`config.mk`:
```
export PLATFORM = sky130hd
export DESIGN_NAME = pll_div_ctrl
export DESIGN_NICKNAME = d
export VERILOG_FILES = /design/src/rtl/pdc_pkg.sv /design/src/rtl/pdc_regs.sv /design/src/rtl/pdc_recov.sv /design/src/rtl/pdc_active.sv /design/src/rtl/pll_div_ctrl.sv
export SDC_FILE = /design/constraint.sdc
export NUM_CORES = 1
export LEC_CHECK = 0
export ABC_CLOCK_PERIOD_IN_PS = 2300
export BUFFER_PORTS_ARGS = -buffer_cell sky130_fd_sc_hd__buf_2
export CAP_MARGIN = 20
export CORE_ASPECT_RATIO = 1.75
export CORE_UTILIZATION = 59
export DETAILED_ROUTE_END_ITERATION = 10
export PLACE_DENSITY = 0.92
export SYNTH_ARGS = -nofsm -noshare
export SYNTH_HDL_FRONTEND = slang
export SYNTH_SLANG_ARGS = --single-unit
```
`constraint.sdc`:
```
create_clock -name clk -period 2.3 [get_ports clk]
set_input_delay 0.345 -clock clk [delete_from_list [all_inputs] [get_ports clk]]
set_output_delay 0.345 -clock clk [all_outputs]
set_load 0.02 [all_outputs]
```
`src/rtl/pdc_pkg.sv`:
```
package pdc_pkg;
  localparam int N_W    = 8;
  localparam int M_W    = 7;
  localparam int CODE_W = 5;
  localparam int ADDR_W = 3;
  localparam int DATA_W = 8;

  localparam logic [ADDR_W-1:0] A_RCV_N = 3'd0;
  localparam logic [ADDR_W-1:0] A_RCV_M = 3'd1;
  localparam logic [ADDR_W-1:0] A_PRG_N = 3'd2;
  localparam logic [ADDR_W-1:0] A_PRG_M = 3'd3;
  localparam logic [ADDR_W-1:0] A_CTRL  = 3'd4;
  localparam logic [ADDR_W-1:0] A_SEL   = 3'd5;
  localparam logic [ADDR_W-1:0] A_STRAP = 3'd6;

  localparam int B_PEN  = 0;
  localparam int B_OVR  = 1;
  localparam int B_CLR  = 2;
  localparam int B_RSRC = DATA_W - 1;

  typedef struct packed {
    logic           tbl;
    logic [N_W-1:0] n;
    logic [M_W-1:0] m;
  } div_set_t;

  // Priority: recovery, then program enable, then strap table.
  function automatic div_set_t pick_setting(
    input logic           rcv,
    input logic           rsrc,
    input logic           pen,
    input logic [N_W-1:0] rn,
    input logic [M_W-1:0] rm,
    input logic [N_W-1:0] pn,
    input logic [M_W-1:0] pm
  );
    div_set_t s;
    s = '{tbl: 1'b1, n: '0, m: '0};
    if (rcv) begin
      if (rsrc) s = '{tbl: 1'b0, n: rn, m: rm};
    end else if (pen) begin
      s = '{tbl: 1'b0, n: pn, m: pm};
    end
    return s;
  endfunction

  function automatic logic [CODE_W-1:0] pick_ratio(
    input logic              ovr,
    input logic [CODE_W-1:0] sel,
    input logic [CODE_W-1:0] strap
  );
    return ovr ? sel : strap;
  endfunction
endpackage

```
`src/rtl/pdc_regs.sv`:
```
module pdc_regs
  import pdc_pkg::*;
(
  input  logic              clk,
  input  logic              rst_n,
  input  logic              wr_en,
  input  logic [ADDR_W-1:0] addr,
  input  logic [DATA_W-1:0] wdata,
  input  logic [CODE_W-1:0] strap_in,
  output logic [DATA_W-1:0] rd_data,
  output logic [N_W-1:0]    rcv_n,
  output logic [M_W-1:0]    rcv_m,
  output logic              rsrc,
  output logic [N_W-1:0]    prg_n,
  output logic [M_W-1:0]    prg_m,
  output logic              pen,
  output logic              ovr,
  output logic [CODE_W-1:0] sel,
  output logic [CODE_W-1:0] strap_q,
  output logic              hit_rcv,
  output logic              hit_prg_m,
  output logic              clr_req
);
  logic strap_done;
  logic wr_rn, wr_rm, wr_pn, wr_pm, wr_ctl, wr_sel;

  assign wr_rn  = wr_en && (addr == A_RCV_N);
  assign wr_rm  = wr_en && (addr == A_RCV_M);
  assign wr_pn  = wr_en && (addr == A_PRG_N);
  assign wr_pm  = wr_en && (addr == A_PRG_M);
  assign wr_ctl = wr_en && (addr == A_CTRL);
  assign wr_sel = wr_en && (addr == A_SEL);

  assign hit_rcv   = wr_rn || wr_rm;
  assign hit_prg_m = wr_pm;
  assign clr_req   = wr_ctl && wdata[B_CLR];

  always_ff @(posedge clk or negedge rst_n) begin
    if (!rst_n) begin
      rcv_n      <= '0;
      rcv_m      <= '0;
      rsrc       <= 1'b0;
      prg_n      <= '0;
      prg_m      <= '0;
      pen        <= 1'b0;
      ovr        <= 1'b0;
      sel        <= '0;
      strap_q    <= '0;
      strap_done <= 1'b0;
    end else begin
      if (!strap_done) begin
        strap_q    <= strap_in;
        strap_done <= 1'b1;
      end
      if (wr_rn) rcv_n <= wdata[N_W-1:0];
      if (wr_rm) begin
        rcv_m <= wdata[M_W-1:0];
        rsrc  <= wdata[B_RSRC];
      end
      if (wr_pn) prg_n <= wdata[N_W-1:0];
      if (wr_pm) prg_m <= wdata[M_W-1:0];
      if (wr_ctl) begin
        pen <= wdata[B_PEN];
        ovr <= wdata[B_OVR];
      end
      if (wr_sel) sel <= wdata[CODE_W-1:0];
    end
  end

  always_comb begin
    rd_data = '0;
    case (addr)
      A_RCV_N: rd_data[N_W-1:0] = rcv_n;
      A_RCV_M: begin
        rd_data[M_W-1:0] = rcv_m;
        rd_data[B_RSRC]  = rsrc;
      end
      A_PRG_N: rd_data[N_W-1:0] = prg_n;
      A_PRG_M: rd_data[M_W-1:0] = prg_m;
      A_CTRL: begin
        rd_data[B_PEN] = pen;
        rd_data[B_OVR] = ovr;
      end
      A_SEL:   rd_data[CODE_W-1:0] = sel;
      A_STRAP: rd_data[CODE_W-1:0] = strap_q;
      default: rd_data = '0;
    endcase
  end
endmodule

```
`src/rtl/pdc_recov.sv`:
```
module pdc_recov (
  input  logic clk,
  input  logic rst_n,
  input  logic wd_timeout,
  input  logic clr_req,
  input  logic hit_rcv,
  input  logic hit_prg_m,
  output logic rcv_active,
  output logic load_req
);
  logic rcv_nxt;
  logic enter_ev, leave_ev, rcv_wr_ev, prg_ev;

  assign rcv_nxt   = wd_timeout || (rcv_active && !clr_req);
  assign enter_ev  = wd_timeout && !rcv_active;
  assign leave_ev  = rcv_active && clr_req && !wd_timeout;
  assign rcv_wr_ev = rcv_active && hit_rcv;
  assign prg_ev    = hit_prg_m && !rcv_nxt;

  always_ff @(posedge clk or negedge rst_n) begin
    if (!rst_n) begin
      rcv_active <= 1'b0;
      load_req   <= 1'b0;
    end else begin
      rcv_active <= rcv_nxt;
      load_req   <= enter_ev || leave_ev || rcv_wr_ev || prg_ev;
    end
  end
endmodule

```
`src/rtl/pdc_active.sv`:
```
module pdc_active
  import pdc_pkg::*;
(
  input  logic           clk,
  input  logic           rst_n,
  input  logic           load_req,
  input  div_set_t       setting,
  output logic [N_W-1:0] div_n,
  output logic [M_W-1:0] div_m,
  output logic           use_table,
  output logic           load_pulse
);
  always_ff @(posedge clk or negedge rst_n) begin
    if (!rst_n) begin
      div_n      <= '0;
      div_m      <= '0;
      use_table  <= 1'b1;
      load_pulse <= 1'b0;
    end else begin
      load_pulse <= load_req;
      if (load_req) begin
        div_n     <= setting.n;
        div_m     <= setting.m;
        use_table <= setting.tbl;
      end
    end
  end
endmodule

```
`src/rtl/pll_div_ctrl.sv`:
```
module pll_div_ctrl
  import pdc_pkg::*;
(
  input  logic              clk,
  input  logic              rst_n,
  input  logic [CODE_W-1:0] strap_code,
  input  logic              wd_timeout,
  input  logic              wr_en,
  input  logic [ADDR_W-1:0] addr,
  input  logic [DATA_W-1:0] wdata,
  output logic [DATA_W-1:0] rd_data,
  output logic [N_W-1:0]    div_n,
  output logic [M_W-1:0]    div_m,
  output logic              use_table,
  output logic [CODE_W-1:0] table_code,
  output logic [CODE_W-1:0] ratio_code,
  output logic              in_recovery,
  output logic              load_pulse
);
  logic [N_W-1:0]    rcv_n, prg_n;
  logic [M_W-1:0]    rcv_m, prg_m;
  logic              rsrc, pen, ovr;
  logic [CODE_W-1:0] sel, strap_q;
  logic              hit_rcv, hit_prg_m, clr_req;
  logic              load_req;
  div_set_t          setting;

  pdc_regs u_regs (
    .clk(clk), .rst_n(rst_n), .wr_en(wr_en), .addr(addr), .wdata(wdata),
    .strap_in(strap_code), .rd_data(rd_data),
    .rcv_n(rcv_n), .rcv_m(rcv_m), .rsrc(rsrc),
    .prg_n(prg_n), .prg_m(prg_m), .pen(pen), .ovr(ovr),
    .sel(sel), .strap_q(strap_q),
    .hit_rcv(hit_rcv), .hit_prg_m(hit_prg_m), .clr_req(clr_req)
  );

  pdc_recov u_recov (
    .clk(clk), .rst_n(rst_n), .wd_timeout(wd_timeout), .clr_req(clr_req),
    .hit_rcv(hit_rcv), .hit_prg_m(hit_prg_m),
    .rcv_active(in_recovery), .load_req(load_req)
  );

  assign setting = pick_setting(in_recovery, rsrc, pen, rcv_n, rcv_m, prg_n, prg_m);

  pdc_active u_active (
    .clk(clk), .rst_n(rst_n), .load_req(load_req), .setting(setting),
    .div_n(div_n), .div_m(div_m), .use_table(use_table), .load_pulse(load_pulse)
  );

  assign table_code = use_table ? strap_q : '0;
  assign ratio_code = pick_ratio(ovr, sel, strap_q);
endmodule

```
==> results by group <==
Status
  – Status: finished clean

Die
  – DIE AREA: about 5300 µm²
  – Width of the die: roughly 56 µm
  – FP Rows: 33
  – Starting Density: 0.626
  – Core area: between 4000 and 5000 µm²
  – Io pins: 56
  – Die Y: around 96 µm

Critical path
  – Critical Setup Path Class: reg -> out
  – Arr. time, crit path: ~1.8 ns
  – Cells on worst reg2reg path: 3
  – CP startpoint: u_regs.strap_q[3]
  – Worst EP required: around 2.0 ns
  – FF-to-FF Start: u_recov.rcv_active
  – Setup crit end kind: output port
  – Crit path max fanout: 4
  – Startpoint types: flop

Place
  – Post-DP HPWL: between 4 and 5 mm
  – PortBufs: 55
  – Final GP Congestion: just under 0.9

Timing
  – Setup TNS: 0 ns
  – Final setup skew: approximately 0.012 ns
  – Final Hold Violating Endpoints: 0
  – Slew @ Worst Pin: around 0.63 ns
  – Fin crit period: around 2.1 ns
  – Final setup violation count: 0
  – Unrepaired setup endpoints after global routing: false
  – Fin crit share: 0.912
  – Hold WS: 0.217 ns
  – Slew Limit Fails: 0
  – Max Fclk: ~480 MHz
  – Slew margin rel.: 0.577

Route
  – Residual DRC: 0
  – Vias: between 2k and 2.5k
  – Routed WL per cell: ~19 µm
  – Final WL: approximately 6.7 mm
  – Vias per inst: around 6.1
  – Final ANT Viol Nets: 0
  – DRT iter0 DRCs: 86
  – First-pass iteration count of the detailed router: 4

Logic synthesis
  – Syn Inst Count: around 230
  – Compound-Gate Fraction of Synth Area: 0.0943
  – Yosys reg bits: 63
  – Post-synth net total: approximately 250
  – Largest family of logic cells by synthesized area: multiplexers
  – Sequential area share after synthesis: 0.531
  – Cell Area, Synth: slightly below 3000 µm²
  – Synth Area per Inst: between 10 and 15 µm²
  – Post-synthesis cell type count: 37
  – Synth Area in Simple Gates: 0.0934
  – Post-synthesis mux area share: 0.251
  – Yosys warns: 0
  – Area share of fa/ha/maj cells after synthesis: 0
  – Post-synthesis xor/xnor area fraction: 0

CTS
  – CTS H-Tree Depth: 3
  – CTS Sinks: 63
  – Resize count post-CTS: 0
  – Post-CTS Setup Inserts: 0
  – CTS Buf Count: 9
  – CTS Buffer Depth: 2
  – CTS tree: done
  – CTS root buf: clkbuf_8
  – CTS Hold Bufs: 1
  – CTS clk-pin slew, worst paths: around 0.070 ns
  – Worst-skew pair later-pin latency: approximately 0.34 ns

Power
  – Total Power: 3.35 mW
  – P_leak: 1.57 nW
  – Max rail drop VDD: between 1 and 1.5 mV
  – Power per cell area: ~960 nW/µm²

Layout
  – Final net count: ~310
  – Fraction of layout cells with a size suffix above 1: 0.465
  – Final core occ: 0.732
  – N_diodes: 0
  – Fillers: 300
  – Area grow syn2layout: 16.9%

Global routing
  – Largest net degree at the start of global routing: 25
  – Number of global-route vias before repair: roughly 2.2k
  – Global-route wire length before repair: 11.1 mm
  – GR Util All Layers: 0.279
  – Initial antenna violation count: 0
  – Congestion Overflow GR: 0

Job
  – Max-cap viol count: 0

Min path
  – Min-delay src: wd_timeout
  – Hold path depth: 2
  – Worst hold path type: in -> reg
-- sequential cells by signal, summed over array words and instances, names as in the netlist, 5 cells and up --
signal / count
u_active.div_m: 7
u_active.div_n: 8
u_regs.prg_m: 7
u_regs.prg_n: 8
u_regs.rcv_m: 7
u_regs.rcv_n: 8
u_regs.sel: 5
u_regs.strap_q: 5
-- cells by family (layout without fill, tap and decap cells) --
group | count (synthesis) | in the layout
compound gates | 42 | 42
mux | 63 | 63
other cells | 1 | 1
simple gates | 49 | 49
flops | 63 | 63
buf+inv | 16 | 79
-- Yosys cell counts (all sizes together) --
library cell,count,area (µm²)
and2b,1,7.51
o21ai,2,10.0
a2bb2oi,1,8.76
nor2,22,85.1
a31oi,1,6.26
nand3b,2,15.0
a21o,1,7.51
a21oi,15,75.1
a22oi,16,120
dfstp,1,26.3
and2,8,50.1
mux2i,7,70.1
nand2b,3,26.3
mux4,4,90.1
nand3,4,20.0
clkbuf,6,22.5
nor3,1,16.3
or2,1,6.26
o21a,1,7.51
a221oi,2,17.5
conb,1,3.75
mux2,52,586
o221ai,1,8.76
nand4,1,12.5
inv,1,3.75
nand2,2,7.51
and4bb,1,12.5
a32oi,1,8.76
nor2b,2,12.5
dfrtp,62,1550
and3,1,6.26
o32a,1,10.0
buf,9,61.3
-- per-stage QoR --
| step | cells | setup WS (ns) | cell area (µm²) |
|---|---|---|---|
| after global routing | 349 | 0.144 | 3470 |
| after global placement | 332 | 0.366 | 3270 |
| after CTS | 349 | 0.210 | 3470 |
| final | 349 | 0.201 | 3470 |
| after detailed placement | 332 | 0.358 | 3270 |
| after floorplan | 234 | 0.559 | 2970 |
-- final timing paths --
path / slack [ns] / endpoint
setup / recovery: 0.20 / rd_data[3]
hold / removal: 0.22 / u_recov.rcv_active
setup reg to reg: 0.79 / u_active.div_m[2]
hold reg to reg: 0.52 / u_active.div_n[0]
max in group asynchronous: 1.09 / u_active.use_table
min in group asynchronous: 0.53 / u_regs.ovr
-- layout by cell type (no fill, tap or decap), drive strengths merged, types with 2 or more instances in the layout --
cell,count
nand3,4
a221oi,2
nor2b,2
mux4,4
clkbuf,12
mux2,52
and2,8
a21oi,15
mux2i,7
clkinv,3
nor2,22
nand3b,2
a22oi,16
nand2,2
buf,61
o21ai,2
nand2b,3
dfrtp,62
-- cell type report --
| cell class | count | area [µm²] | share of cell area |
|---|---|---|---|
| multi-input combinational | 155 | 1310 | 0.376 |
| timing repair buffer | 62 | 330 | 0.0951 |
| clock inverter | 4 | 45.0 | 0.0130 |
| clock buffer | 12 | 145 | 0.0418 |
| inverter | 1 | 3.75 | 0.00108 |
| sequential | 63 | 1580 | 0.454 |
| tap | 52 | 65.1 | 0.0187 |
-- worst max-delay path, cell delays in order, from the launching register on --
cell and delay (ns):
dfrtp_1 0.42, mux2_2 0.29, a221oi_1 0.40, a31oi_1 0.10
buf_2 0.19
-- report_power, final --
part	total (mW)	switching [mW]	internal [mW]
clock network	0.936	0.410	0.525
logic	0.872	0.466	0.406
registers	1.54	0.194	1.35
-- metal layers --
layer	GRT usage	share of wire	up-vias	routed length, µm
met2	0.476	0.53	84	3550
met4	0.135	0.025	0	169
met5	0	0	-	0
li1	-	-	968	-
met1	0.341	0.39	1076	2600
met3	0.0551	0.054	16	359
Note: power is estimated with default switching activity, not from simulation.
